[src/rtl/gpio_irq_pkg.sv]
`timescale 1ns/1ps
package gpio_irq_pkg;

    localparam int unsigned PINS_DEFAULT = 8;
    localparam int unsigned SEL_W        = 4;
    localparam int unsigned STROBE_CNT_W = 1 << SEL_W;

    typedef enum logic {
        TRIG_EDGE  = 1'b0,
        TRIG_LEVEL = 1'b1
    } trig_style_e;

    // bit 5: keep tracking disabled pins, bit 4: slow source, [3:0]: period select
    typedef struct packed {
        logic             keep_track;
        logic             slow_src;
        logic [SEL_W-1:0] period_sel;
    } dbnc_cfg_t;

    function automatic logic dir_hit(input logic lvl, input logic fall_en, input logic rise_en);
        return (lvl & rise_en) | (~lvl & fall_en);
    endfunction

endpackage

[src/rtl/gpio_dbnc_strobe.sv]
`timescale 1ns/1ps
module gpio_dbnc_strobe
    import gpio_irq_pkg::*;
#(
    parameter int unsigned CNT_W = STROBE_CNT_W
) (
    input  logic             clk,
    input  logic             rst,
    input  logic             slow_src,
    input  logic             slow_tick,
    input  logic [SEL_W-1:0] period_sel,
    output logic             strobe
);

    logic [CNT_W-1:0] cnt;
    logic [CNT_W-1:0] mask;
    logic             src_en;

    assign src_en = slow_src ? slow_tick : 1'b1;
    assign mask   = (CNT_W'(1) << period_sel) - CNT_W'(1);
    assign strobe = src_en && ((cnt & mask) == mask);

    always_ff @(posedge clk) begin
        if (rst) begin
            cnt <= '0;
        end else if (src_en) begin
            cnt <= cnt + CNT_W'(1);
        end
    end

endmodule

[src/rtl/gpio_pin_detect.sv]
`timescale 1ns/1ps
module gpio_pin_detect
    import gpio_irq_pkg::*;
(
    input  logic        clk,
    input  logic        rst,
    input  logic        pin,
    input  trig_style_e style,
    input  logic        dbnc_en,
    input  logic        fall_en,
    input  logic        rise_en,
    input  logic        strobe,
    input  logic        keep_track,
    output logic        hit
);

    logic stable_lvl;
    logic last_sample;
    logic run;
    logic use_dbnc;
    logic confirmed;

    assign run       = keep_track | fall_en | rise_en;
    assign use_dbnc  = (style == TRIG_EDGE) && dbnc_en;
    assign confirmed = strobe && (pin == last_sample);

    always_ff @(posedge clk) begin
        if (rst) begin
            stable_lvl  <= 1'b0;
            last_sample <= 1'b0;
        end else if (run) begin
            if (strobe) begin
                last_sample <= pin;
            end
            if (!use_dbnc) begin
                stable_lvl <= pin;
            end else if (confirmed) begin
                stable_lvl <= pin;
            end
        end
    end

    always_comb begin
        hit = 1'b0;
        if (run) begin
            if (style == TRIG_LEVEL) begin
                hit = dir_hit(pin, fall_en, rise_en);
            end else if (use_dbnc) begin
                hit = confirmed && (pin != stable_lvl) && dir_hit(pin, fall_en, rise_en);
            end else begin
                hit = (pin != stable_lvl) && dir_hit(pin, fall_en, rise_en);
            end
        end
    end

endmodule

[src/rtl/gpio_irq_flags.sv]
`timescale 1ns/1ps
module gpio_irq_flags #(
    parameter int unsigned N_PINS = 8
) (
    input  logic              clk,
    input  logic              rst,
    input  logic [N_PINS-1:0] set_req,
    input  logic              clr_wr,
    input  logic [N_PINS-1:0] clr_data,
    output logic [N_PINS-1:0] flags,
    output logic              any
);

    logic [N_PINS-1:0] clr_mask;

    assign clr_mask = clr_wr ? clr_data : '0;
    assign any      = |flags;

    always_ff @(posedge clk) begin
        if (rst) begin
            flags <= '0;
        end else begin
            flags <= (flags | set_req) & ~clr_mask;
        end
    end

endmodule

[src/rtl/gpio_irq_detect.sv]
`timescale 1ns/1ps
module gpio_irq_detect
    import gpio_irq_pkg::*;
#(
    parameter int unsigned N_PINS = PINS_DEFAULT
) (
    input  logic              clk,
    input  logic              rst,
    input  logic [N_PINS-1:0] pin_in,
    input  logic [N_PINS-1:0] trig_level,
    input  logic [N_PINS-1:0] dbnc_en,
    input  logic [N_PINS-1:0] fall_low_en,
    input  logic [N_PINS-1:0] rise_high_en,
    input  logic [5:0]        dbnc_ctrl,
    input  logic              slow_tick,
    input  logic              clr_wr,
    input  logic [N_PINS-1:0] clr_data,
    output logic [N_PINS-1:0] src_flag,
    output logic              irq
);

    dbnc_cfg_t         cfg;
    logic              strobe;
    logic [N_PINS-1:0] pin_hit;

    assign cfg = dbnc_cfg_t'(dbnc_ctrl);

    gpio_dbnc_strobe u_strobe (
        .clk        (clk),
        .rst        (rst),
        .slow_src   (cfg.slow_src),
        .slow_tick  (slow_tick),
        .period_sel (cfg.period_sel),
        .strobe     (strobe)
    );

    for (genvar g = 0; g < N_PINS; g++) begin : g_pin
        gpio_pin_detect u_det (
            .clk        (clk),
            .rst        (rst),
            .pin        (pin_in[g]),
            .style      (trig_style_e'(trig_level[g])),
            .dbnc_en    (dbnc_en[g]),
            .fall_en    (fall_low_en[g]),
            .rise_en    (rise_high_en[g]),
            .strobe     (strobe),
            .keep_track (cfg.keep_track),
            .hit        (pin_hit[g])
        );
    end

    gpio_irq_flags #(.N_PINS(N_PINS)) u_flags (
        .clk      (clk),
        .rst      (rst),
        .set_req  (pin_hit),
        .clr_wr   (clr_wr),
        .clr_data (clr_data),
        .flags    (src_flag),
        .any      (irq)
    );

endmodule

[config.mk]
export PLATFORM = sky130hd
export DESIGN_NAME = gpio_irq_detect
export DESIGN_NICKNAME = d
export VERILOG_FILES = /design/src/rtl/gpio_irq_pkg.sv /design/src/rtl/gpio_dbnc_strobe.sv /design/src/rtl/gpio_pin_detect.sv /design/src/rtl/gpio_irq_flags.sv /design/src/rtl/gpio_irq_detect.sv
export SDC_FILE = /design/constraint.sdc
export NUM_CORES = 1
export LEC_CHECK = 0
export BUFFER_PORTS_ARGS = -buffer_cell sky130_fd_sc_hd__buf_2
export CORE_ASPECT_RATIO = 2
export CORE_MARGIN = 3
export CORE_UTILIZATION = 30
export CTS_CLUSTER_DIAMETER = 200
export CTS_CLUSTER_SIZE = 20
export DETAILED_ROUTE_END_ITERATION = 8
export GPL_TIMING_DRIVEN = 0
export PLACE_DENSITY_LB_ADDON = 0.05
export SKIP_CTS_REPAIR_TIMING = 1
export SLEW_MARGIN = 10
export SYNTH_ARGS = -nofsm -noshare
export SYNTH_HDL_FRONTEND = slang
export SYNTH_SLANG_ARGS = --single-unit
[constraint.sdc]
create_clock -name clk -period 5.8 [get_ports clk]
set_clock_uncertainty 0.2 [all_clocks]
set_input_delay 0 -clock clk [delete_from_list [all_inputs] [get_ports clk]]
set_output_delay 0 -clock clk [all_outputs]
set_load 0.1 [all_outputs]
Word-level counts from Yosys, hierarchy flattened

Index checks and enable logic that the tools add are counted.
Widths: inputs -> output; s select.

Register bits after elaboration: 40
Bits in latches: 0
Bits in writable memories: 0
Memory bits (read-only): 0
Memories kept: 0

Add/sub/neg operators: 2
Multipliers: 0
Divide/modulo/power cells: 0
$lt $le $gt $ge: 0
Eq/ne operators: 25
Shifts and indexed selects: 1
Mux-type cells: 42
Bitwise logic cells: 60
Reduce and logical (&&, ||, !) cells: 58

Operators with widths:

| kind                  | count |
|---|---|
| $logic_and 1x1->1     | 41 |
| $mux 1                | 41 |
| $reduce_and 2->1      | 16 |
| $or 1x1->1            | 24 |
| $add 16x1->16 const B | 1 |
| $and 1x1->1           | 16 |
| $and 16x16->16        | 1 |
| $eq 16x16->1          | 1 |
| $ne 2x2->1 const B    | 8 |
| $not 1->1             | 16 |
| $shl 1x4->16 const A  | 1 |
| $sub 16x2->16 const B | 1 |
| $and 8x8->8           | 1 |
| $eq 1x1->1            | 8 |
| $mux 8                | 1 |
| $ne 1x1->1            | 8 |
| $not 8->8             | 1 |
| $or 8x8->8            | 1 |
| $reduce_or 8->1       | 1 |

Longest topological paths before layout

Gate-level depths: netlist (run 1).

Depth after elaboration: 13
Depth in mapped cells: 13

Modules after synthesis

From an unflattened synthesis (run 1), not the netlist that was laid out.

Cells, all modules: 329
Area, all modules: 2755.1 µm²

Modules (own cells, without submodules):

| module           | instances | cells each | area each (µm²) |
|---|---|---|---|
| gpio_pin_detect  | 8         | 21         | 175.2 |
| gpio_dbnc_strobe | 1         | 132        | 1024.7 |
| gpio_irq_flags   | 1         | 29         | 329.1 |

Least setup slack after synthesis (run 1)

OpenSTA, ideal clock, no wires.

Path type: in2reg
From: in dbnc_ctrl[1]
To: reg g_pin[2].u_det.last_sample
Arrival: 2.203 ns
Data required time: 5.468 ns
Setup slack: 3.265 ns
Cell stages on the path: 12
Cells stage by stage: buf_4 nor2_1 nand2_1 ha_1 buf_2 nor3b_1 o21ai_1 o2111ai_1 or4b_4 buf_2 o31ai_1 a21oi_1

Word-level cells in the longest chain between the ends: 6

Ends and longest elaborated chain:

| item                                | line                   | source |
|---|---|---|
| start: declaration                  | gpio_irq_detect.sv:14  | `input logic [5:0] dbnc_ctrl,` |
| $shl 1x4->16 *                      | gpio_dbnc_strobe.sv:20 | `assign mask = (CNT_W'(1) << period_sel) - CNT_W'(1);` |
| $sub 16x2->16 *                     | gpio_dbnc_strobe.sv:20 |  |
| $and 16x16->16                      | gpio_dbnc_strobe.sv:21 | `assign strobe = src_en && ((cnt & mask) == mask);` |
| $eq 16x16->1 *                      | gpio_dbnc_strobe.sv:21 |  |
| $logic_and 1x1->1 *                 | gpio_dbnc_strobe.sv:21 |  |
| $reduce_and 2->1 (no source line) * | n/a                    |  |
| end signal: assignment              | gpio_pin_detect.sv:33  | `last_sample <= pin;` |
| end: declaration                    | gpio_pin_detect.sv:18  | `logic last_sample;` |

Mark *: on every way between the ends. The rest lies on a longest branch, timed or not.
A chain may end at the register's enable or synchronous reset.

Worst setup path in the final report (run 1)

From: in dbnc_ctrl[1]
To: reg u_flags.flags[4]

Word-level cells in the longest chain between the ends: 13

Ends and longest elaborated chain:

| item                             | line                   | source |
|---|---|---|
| $shl 1x4->16 *                   | gpio_dbnc_strobe.sv:20 |  |
| $sub 16x2->16 *                  | gpio_dbnc_strobe.sv:20 |  |
| $and 16x16->16                   | gpio_dbnc_strobe.sv:21 |  |
| $eq 16x16->1 *                   | gpio_dbnc_strobe.sv:21 |  |
| $logic_and 1x1->1 *              | gpio_dbnc_strobe.sv:21 |  |
| $logic_and 1x1->1 *              | gpio_pin_detect.sv:25  | `assign confirmed = strobe && (pin == last_sample);` |
| $logic_and 1x1->1 * (2 in a row) | gpio_pin_detect.sv:49  | `hit = confirmed && (pin != stable_lvl) && dir_hit(pin, fall_en, rise_en);` |
| $mux 1 *                         | gpio_pin_detect.sv:48  | `end else if (use_dbnc) begin` |
| $mux 1 *                         | gpio_pin_detect.sv:46  | `if (style == TRIG_LEVEL) begin` |
| $mux 1 *                         | gpio_pin_detect.sv:45  | `if (run) begin` |
| $or 8x8->8 *                     | gpio_irq_flags.sv:23   | `flags <= (flags \| set_req) & ~clr_mask;` |
| $and 8x8->8 *                    | gpio_irq_flags.sv:23   |  |
| end signal: assignment           | gpio_irq_flags.sv:23   |  |
| end: declaration                 | gpio_irq_flags.sv:10   | `output logic [N_PINS-1:0] flags,` |

Marks and branches as above.

==> results of run 1 <==
[stage by stage]
stage / cells / hold WS, ns / cell area, um^2
after floorplan: 353 / -0.05000 / 2705
after global routing: 556 / 0.0009399 / 3602
after global placement: 517 / 0.07699 / 3151
after CTS: 525 / -0.2221 / 3292
after detailed placement: 517 / 0.08501 / 3151
final: 556 / -0.08487 / 3602
[per-layer routing]
| layer | vias up | GRT usage |
|---|---|---|
| met5 | - | 0 |
| met4 | 0 | 0.06031 |
| li1 | 1532 | - |
| met1 | 1451 | 0.1758 |
| met2 | 66 | 0.3708 |
| met3 | 12 | 0.02874 |
[cell usage after synthesis (2+ instances only)]
cell,count,area (um^2)
a2111oi_0,6,52.55
a21o_1,2,15.01
a21oi_1,25,125.1
a311o_1,6,60.06
a31oi_1,3,18.77
a32oi_1,2,17.52
and2_1,2,12.51
and3_1,5,31.28
and4_1,2,17.52
buf_2,7,35.03
buf_4,2,15.01
buf_6,2,22.52
clkbuf_1,7,26.28
dfxtp_1,39,780.8
ha_1,2,25.02
inv_1,8,30.03
mux2i_1,2,20.02
nand2_1,9,33.78
nand2b_1,17,106.4
nand3_1,11,55.05
nand4_1,4,25.02
nand4b_1,6,52.55
nor2_1,48,180.2
nor2b_1,9,56.30
nor3_1,21,105.1
nor4_1,6,37.54
nor4b_1,2,17.52
o2111ai_1,2,17.52
o211ai_1,6,45.04
o21a_1,3,22.52
o21ai_0,17,85.08
o21ai_1,2,10.01
o22ai_1,3,18.77
o311a_1,6,60.06
o31ai_1,11,82.58
or2_1,3,18.77
or3_1,10,62.56
xnor2_1,5,43.79
xor2_1,14,122.6
[critical path, stage by stage]
cell and delay (ns):
buf_2 0.15, buf_4 0.18, nor2_1 0.24, nand2_1 0.11, ha_1 0.28, buf_2 0.20
nor2_1 0.20, a32oi_1 0.13, o2111ai_1 0.35, or2_1 0.15, buf_2 0.20, buf_2 0.29
nor3_1 0.09, o311a_1 0.29, dlygate4sd3_1 0.55
[cell type report]
class | count | share of cell area
multi-input combinational | 286 | 0.4964
clock buffer | 6 | 0.03578
inverter | 9 | 0.009378
timing repair buffer | 95 | 0.1751
clock inverter | 2 | 0.003473
buffer | 19 | 0.02848
sequential | 39 | 0.2167
tap | 100 | 0.03473
[final timing paths]
path / start / end / slack (ns) / cells after the start
min: trig_level[1] / g_pin[1].u_det.stable_lvl / -0.08 / 4
max reg2reg: u_strobe.cnt[2] / g_pin[7].u_det.last_sample / 2.77 / 8
max: dbnc_ctrl[1] / u_flags.flags[4] / 2.34 / 15
min reg2reg: g_pin[3].u_det.last_sample / g_pin[3].u_det.last_sample / 0.29 / 2
[cell usage in the layout (no fill, tap or decap), types with 14 or more instances in the layout]
cell type / synthesis / final
o21ai_0: 17 / 17
nor3_1: 21 / 21
buf_2: 7 / 71
a21oi_1: 25 / 25
dlygate4sd3_1: 0 / 31
nand2b_1: 17 / 17
dfxtp_1: 39 / 39
xor2_1: 14 / 14
nor2_1: 48 / 48
[power by group]
group	switching, W	internal [W]	leakage (nW)
sequential	0.0000125	0.000278	0.318
combinational	0.000108	0.0000693	1.03
clock	0.000120	0.000159	0.0669
total	0.000240	0.000507	1.42
[state kept, by name, summed over array words and instances (netlist names)]
register / count
u_strobe.cnt: 15
g_pin.u_det.last_sample: 8
g_pin.u_det.stable_lvl: 8
u_flags.flags: 8
[cell families (layout without fill, tap and decap cells)]
family | Yosys count | in the layout | share of synthesized area
simple gates | 162 | 162 | 0.3261
compound gates | 101 | 101 | 0.2567
flops | 39 | 39 | 0.2886
buf+inv | 28 | 131 | 0.05041
xor+xnor | 19 | 19 | 0.06152
fa+ha+maj | 2 | 2 | 0.009249
mux | 2 | 2 | 0.007401
==> results.sh, run 1 <==
export IMPL_grt_max_degree=13
export IMPL_maxCapViolations=0
export IMPL_met2WireLength_mm=5.558
export IMPL_wl_per_cell_um=16.99
export IMPL_synth_seq_cells=39
export IMPL_die_y_um=140.3
export IMPL_worstPathArrival_ns=3.44
export IMPL_place_port_buffers=64
export IMPL_seq_area_um2=780.7
export IMPL_drc=0
export IMPL_synth_main_ff_cell="dfxtp_1"
export IMPL_fin_ws_ns=2.340
export IMPL_period_needed_ns=3.460
export IMPL_hp_class="in2reg"
export IMPL_final_core_util=0.4136
export IMPL_drtIter0Drc=103
export IMPL_p_leak_nw=1.415
export IMPL_final_nets=515
export IMPL_top_layer="met4"
export IMPL_worstMarginPinSlew_ns=0.6446
export IMPL_irDropWorstVdd_mv=0.1290
export IMPL_hold_violations=10
export IMPL_vias=3061
export IMPL_critical_path_startpoint_type="input pin"
export IMPL_die_area_um2=10260
export IMPL_cp_end_kind="register"
export IMPL_clk_pin_slew_ns=0.06
export IMPL_syn_cell_area_um2=2705
export IMPL_clk_latency_ns=0.29
export IMPL_h_tree_depth=2
export IMPL_timing_hold_ws_ns=-0.08487
export IMPL_drt_pass1_iterations=4
export IMPL_area_delta_synth_final_pct=33.16
export IMPL_max_slew_margin=0.5702
export IMPL_tns_ns=0
export IMPL_finalSetupViolCount=0
export IMPL_path_class="in2reg"
export IMPL_synth_edff_count=0
export IMPL_antenna_found_initial=0
export IMPL_powerDensity_nw_per_um2=207.3
export IMPL_ys_types=55
export IMPL_drt_wl_total_mm=9.446
export IMPL_wl_met1_mm=3.384
export IMPL_dp_hpwl_mm=7.305
export IMPL_gr_total_overflow=0
export IMPL_ios=67
export IMPL_vias_per_cell=5.505
export IMPL_cts_path_max_buffers=2
export IMPL_fmax_mhz=289.1
export IMPL_violations="hold timing"
export IMPL_status="complete, but fails checks"
export IMPL_required_ns=5.78
export IMPL_wl_met3_um=320
export IMPL_drive_gt1_frac=0.1930
export IMPL_cts_inserted_buffers=5
export IMPL_post_route_period_util=0.5965
export IMPL_rows=48
export IMPL_synth_nets=413
export IMPL_core_um2=8708
export IMPL_multiInputGateArea_um2=1788
export IMPL_grt_pass1_vias=2954
export IMPL_fillCellCount=917
export IMPL_gp_congestion=0.8044
export IMPL_grtUsageTotal=0.1838
export IMPL_start_util=0.3106
export IMPL_die_w_um=73.15
export IMPL_async_flop_share=0
export IMPL_cts_sinks=39
export IMPL_n_antenna_cell=0
export IMPL_clockRootBuffer="clkbuf_16"
export IMPL_synth_avg_cell_area_um2=7.663
export IMPL_seq_area_frac_synth=0.2886
export IMPL_grt_pass1_wl_mm=14.61
export IMPL_detailedPlace_worstSlack_ns=2.563
export IMPL_postSynthCellCount=353
export IMPL_postRouteAntennaNets=0
export IMPL_rsz0062_at_grt="false"
export IMPL_total_power_w=0.0007468
export IMPL_yosys_warnings=0
export IMPL_cp_max_fo=10
export IMPL_drv_slew=0
export IMPL_cts_tree="built"
Note: power is estimated with default switching activity, not from simulation.
==> run 2: changes to the inputs <==
Settings changed: ABC_AREA set to 1.
Clock period 5.8 ns to 3 ns, I/O delays scaled along.
==> results.sh, run 2 <==
export IMPL_status="complete, but fails checks"
export IMPL_violations="hold timing"
export IMPL_ys_types=32
export IMPL_clk_latency_ns=0.28
export IMPL_timing_hold_ws_ns=-0.04039
export IMPL_required_ns=3.03
export IMPL_slowest_stage="dlygate4sd3_1"
export IMPL_hold_violations=17
export IMPL_drc=0
export IMPL_irDropWorstVdd_mv=0.2613
export IMPL_die_y_um=140.3
export IMPL_place_port_buffers=62
export IMPL_async_flop_share=0
export IMPL_fillCellCount=953
export IMPL_critical_path_startpoint_type="input pin"
export IMPL_cp_end_kind="register"
export IMPL_yosys_warnings=0
export IMPL_n_antenna_cell=0
export IMPL_core_um2=8708
export IMPL_die_area_um2=10270
export IMPL_worstMarginPinSlew_ns=0.7532
export IMPL_die_w_um=73.16
export IMPL_synth_top_area_cell="dfxtp_1"
export IMPL_wl_per_cell_um=12.93
export IMPL_rsz0062_at_grt="false"
export IMPL_p_leak_nw=1.688
export IMPL_clk_pin_slew_ns=0.06
export IMPL_synth_edff_count=0
export IMPL_yosys_top_cells_count="112 x nand2_1, 69 x inv_1, 62 x nor2_1"
export IMPL_grt_pass1_vias=2734
export IMPL_synth_top_area_share=0.2885
export IMPL_postRouteAntennaNets=0
export IMPL_grt_max_degree=11
export IMPL_critPathMaxStageDelay_ns=0.54
export IMPL_gr_total_overflow=0
export IMPL_synth_nets=491
export IMPL_max_slew_margin=0.4979
export IMPL_worstPathArrival_ns=2.52
export IMPL_fmax_mhz=400.8
export IMPL_cp_num_buf_inv=3
export IMPL_vias=2968
export IMPL_cts_inserted_buffers=5
export IMPL_maxCapViolations=0
export IMPL_vias_per_cell=4.726
export IMPL_gp_congestion=0.8150
export IMPL_antenna_found_initial=0
export IMPL_post_route_period_util=0.8318
export IMPL_grtUsageTotal=0.1617
export IMPL_start_util=0.3108
export IMPL_ios=67
export IMPL_cts_path_max_buffers=2
export IMPL_tns_ns=0
export IMPL_synth_main_ff_cell="dfxtp_1"
export IMPL_hp_class="in2reg"
export IMPL_syn_cell_area_um2=2706
export IMPL_drv_slew=0
export IMPL_synth_avg_cell_area_um2=6.279
export IMPL_cts_sinks=39
export IMPL_powerDensity_nw_per_um2=400.5
export IMPL_clockRootBuffer="clkbuf_16"
export IMPL_drive_gt1_frac=0.1913
export IMPL_rows=48
export IMPL_path_cells="buf_2 -> nor2_1 -> nand2_1 -> ha_1 -> inv_1 -> a21oi_1 -> nor2_1 -> nor2_1 -> nor2_1 -> nand2_1 -> nor2_4 -> nand4_1 -> nand2_1 -> a21oi_1 -> nor2_1 -> dlygate4sd3_1"
export IMPL_total_power_w=0.001426
export IMPL_finalSetupViolCount=0
export IMPL_path_class="in2reg"
export IMPL_cp_common_cell="nor2_1"
export IMPL_seq_area_frac_synth=0.2885
export IMPL_cts_tree="built"
export IMPL_drt_wl_total_mm=8.123
export IMPL_drtIter0Drc=80
export IMPL_synth_seq_cells=39
export IMPL_most_common_layout_cells="112 x nand2_1, 69 x inv_1, 63 x buf_2"
export IMPL_period_needed_ns=2.495
export IMPL_largest_reg_flops=15
export IMPL_regMostFlops="u_strobe.cnt"
export IMPL_layout_commonest_cell="nand2_1"
export IMPL_final_nets=589
export IMPL_area_delta_synth_final_pct=31.58
export IMPL_cp_max_fo=9
export IMPL_drt_pass1_iterations=4
export IMPL_h_tree_depth=2
export IMPL_synth_most_common_cell="nand2_1"
export IMPL_dp_hpwl_mm=6.555
export IMPL_synthTopCellsByArea="dfxtp_1 29%, nand2_1 16%, inv_1 9.6%"
export IMPL_critical_path_top_delay_family="simple AND/OR/NAND/NOR gates"
export IMPL_postSynthCellCount=431
export IMPL_grt_pass1_wl_mm=12.83
run 2: changes by cell type after synthesis, sizes merged, moves of 14 or more:
cell    previous run  this run
nand2             10       113
a21oi             25        39
nand2b            17         0
inv                9        71
nand3             11        30
nor3              22         4
nor2              48        66
run 2: power by group:
group | switching, W | internal (W)
Clock | 0.000202 | 0.000299
Combinational | 0.000239 | 0.000129
Sequential | 0.0000182 | 0.000539
run 2: area by class of cell:
cell class	count	area (um^2)	share of cell area
inverter	71	266.5	0.07484
multi-input combinational	311	1589	0.4462
tap	100	125.1	0.03514
sequential	39	780.7	0.2193
timing repair buffer	91	600.6	0.1687
buffer	10	70.07	0.01968
clock buffer	6	128.9	0.03619
run 2: worst reg2reg max path: stages, from the launching register on:
cell	delay, ns
dfxtp_1	0.34
inv_1	0.06
nand2_1	0.05
nand2_1	0.04
nand2_1	0.10
nand2_1	0.06
inv_1	0.05
nand2_1	0.04
nor2_1	0.09
nand2_1	0.09
nor2_4	0.22
nand4_1	0.14
nand2_1	0.13
a21oi_1	0.09
nor2_1	0.08
dlygate4sd3_1	0.54
run 2: kinds of logic (layout without fill, tap and decap cells):
logic type	count (synthesis)	after routing	synth area share
buf+inv	81	178	0.1244
xor+xnor	12	12	0.03883
compound gates	65	65	0.1466
simple gates	232	232	0.3925
flops	39	39	0.2885
fa+ha+maj	2	2	0.009245
run 2: final timing paths:
path                                                 start                    endpoint  slack, ns  cells after the start
worst max register to register            u_strobe.cnt[13]            u_flags.flags[7]       0.62                     15
worst min register to register  g_pin[0].u_det.last_sample  g_pin[0].u_det.last_sample       0.28                      2
worst min-delay path                          dbnc_ctrl[4]             u_strobe.cnt[0]      -0.04                      4
worst max-delay path                          dbnc_ctrl[1]            u_flags.flags[7]       0.50                     16
run 2: metal layers:
metal | part of all wire | vias to the layer above | track usage
li1 | - | 1571 | -
met1 | 0.36 | 1331 | 0.1564
met2 | 0.60 | 57 | 0.3278
met4 | 0.017 | 0 | 0.05156
met5 | 0 | - | 0
met3 | 0.029 | 9 | 0.02083
run 2: through the flow:
| stage | cells | hold WS, ns | utilization | worst slack (ns) | cell area (um^2) |
|---|---|---|---|---|---|
| after floorplan | 431 | -0.05081 | - | 0.9092 | 2706 |
| final | 628 | -0.04039 | 0.4089 | 0.5047 | 3561 |
| after CTS | 599 | -0.2505 | 0.3756 | 0.6742 | 3271 |
| after global placement | 593 | 0.05107 | 0.3608 | 0.3596 | 3142 |
| after global routing | 628 | -0.000001305 | 0.4089 | 0.1328 | 3561 |
| after detailed placement | 593 | 0.04982 | 0.3608 | 0.3788 | 3142 |
==> run 3: changes to the inputs <==
Clock period 3 ns to 2.5 ns, I/O delays scaled along.
==> results.sh, run 3 (synthesis results as in run 2) <==
export IMPL_status="complete, but fails checks"
export IMPL_violations="hold timing"
export IMPL_cp_max_fo=10
export IMPL_antenna_found_initial=0
export IMPL_hp_class="in2reg"
export IMPL_required_ns=2.44
export IMPL_h_tree_depth=2
export IMPL_dp_hpwl_mm=6.555
export IMPL_top_layer="met4"
export IMPL_critical_path_startpoint_type="input pin"
export IMPL_finalSetupViolCount=0
export IMPL_layout_commonest_cell="nand2_1"
export IMPL_max_slew_margin=0.4897
export IMPL_core_um2=8708
export IMPL_start_util=0.3108
export IMPL_clk_latency_ns=0.28
export IMPL_fillCellCount=947
export IMPL_wl_met1_mm=2.861
export IMPL_critPathMaxStageDelay_ns=0.34
export IMPL_irDropWorstVdd_mv=0.3071
export IMPL_cts_tree="built"
export IMPL_powerDensity_nw_per_um2=481.2
export IMPL_regMostFlops="u_strobe.cnt"
export IMPL_hold_violations=24
export IMPL_wl_met3_um=245
export IMPL_cts_path_max_buffers=2
export IMPL_die_w_um=73.16
export IMPL_postRouteAntennaNets=0
export IMPL_rows=48
export IMPL_grtUsageTotal=0.1617
export IMPL_worstPathArrival_ns=2.22
export IMPL_timing_hold_ws_ns=-0.05029
export IMPL_drtIter0Drc=96
export IMPL_gp_congestion=0.8150
export IMPL_vias_per_cell=4.735
export IMPL_detailedPlace_worstSlack_ns=-0.1212
export IMPL_fmax_mhz=438.7
export IMPL_grt_pass1_vias=2734
export IMPL_path_class="in2reg"
export IMPL_n_antenna_cell=0
export IMPL_rsz0062_at_grt="false"
export IMPL_maxCapViolations=0
export IMPL_met2WireLength_mm=4.867
export IMPL_drv_slew=0
export IMPL_gr_total_overflow=0
export IMPL_cts_inserted_buffers=5
export IMPL_worstMarginPinSlew_ns=0.7654
export IMPL_grt_max_degree=11
export IMPL_cp_end_kind="register"
export IMPL_fin_area_um2=3546
export IMPL_drt_wl_total_mm=8.113
export IMPL_die_y_um=140.3
export IMPL_tns_ns=0
export IMPL_fin_ws_ns=0.2207
export IMPL_clockRootBuffer="clkbuf_16"
export IMPL_ios=67
export IMPL_post_route_period_util=0.9117
export IMPL_largest_reg_flops=15
export IMPL_vias=2964
export IMPL_period_needed_ns=2.279
export IMPL_drive_gt1_frac=0.1958
export IMPL_die_area_um2=10270
export IMPL_cp_common_cell="nand2_1"
export IMPL_final_nets=587
export IMPL_wl_per_cell_um=12.96
export IMPL_drt_pass1_iterations=4
export IMPL_path_cells="buf_2 -> nor2_4 -> nand3_1 -> ha_2 -> nor2_1 -> nor3_1 -> nand2_1 -> nor2_1 -> nand2_1 -> nor2_4 -> and3_1 -> buf_6 -> buf_12 -> nand2_1 -> nand2_1 -> a21oi_2"
export IMPL_cts_sinks=39
export IMPL_area_delta_synth_final_pct=31.02
export IMPL_slowest_stage="ha_2"
export IMPL_most_common_layout_cells="112 x nand2_1, 69 x inv_1, 63 x buf_2"
export IMPL_placed_area_um2=3142
export IMPL_p_leak_nw=1.664
export IMPL_clk_pin_slew_ns=0.06
export IMPL_grt_pass1_wl_mm=12.83
export IMPL_place_port_buffers=62
export IMPL_drc=0
-- run 3: cell count changes in the layout (fill, tap and decap cells not counted) --
cell           before  now
dlygate4sd3_1      29   27
ha_1                2    1
ha_2                0    1
nor2_1             62   61
nor2_2              0    1
-- run 3: worst max-delay path: cells and delay by family --
family | cells | cell delay [ns]
compound gates | 1 | 0.05
fa+ha+maj | 1 | 0.34
buf+inv | 3 | 0.44
simple gates | 11 | 1.38
-- run 3: report_power, final --
part           leakage (nW)  total, W  internal, W  switching, W
sequential            0.318  0.000669     0.000647     0.0000219
combinational          1.28  0.000436     0.000151      0.000285
clock                0.0628  0.000601     0.000359      0.000242
total                  1.66   0.00171      0.00116      0.000550
-- run 3: through the flow --
step	instances	power (W)	hold WS, ns	util
floorplan	431	0.0009624	-0.05081	-
global placement	593	0.001089	0.05107	0.3608
detailed placement	593	0.001090	0.04982	0.3608
CTS	599	0.001699	-0.2505	0.3756
global route	626	0.001798	0.001983	0.4072
finish	626	0.001706	-0.05029	0.4072
-- run 3: layout make-up --
cell class              count  area (um^2)  share of cell area
multi-input cells         311         1594              0.4495
flip-flops and latches     39        780.7              0.2202
repair buffers             89        580.6              0.1637
inverters                  71        266.5             0.07516
clock buffers               6        128.9             0.03634
well taps                 100        125.1             0.03529
plain buffers              10        70.07             0.01976
-- run 3: path summary, 6_finish.rpt --
check                                     to                        from  slack (ns)  cells after the start
hold / removal              u_flags.flags[6]                      clr_wr       -0.05                      4
setup / recovery  g_pin[4].u_det.last_sample                dbnc_ctrl[3]        0.22                     16
hold reg to reg   g_pin[6].u_det.last_sample  g_pin[6].u_det.last_sample        0.28                      2
setup reg to reg  g_pin[4].u_det.last_sample            u_strobe.cnt[13]        0.34                     16
-- run 3: per-layer routing --
metal  vias to the layer above  global-route usage
met4                         0             0.05156
met2                        62              0.3278
met3                         9             0.02083
li1                       1565                   -
met1                      1328              0.1564
met5                         -                   0
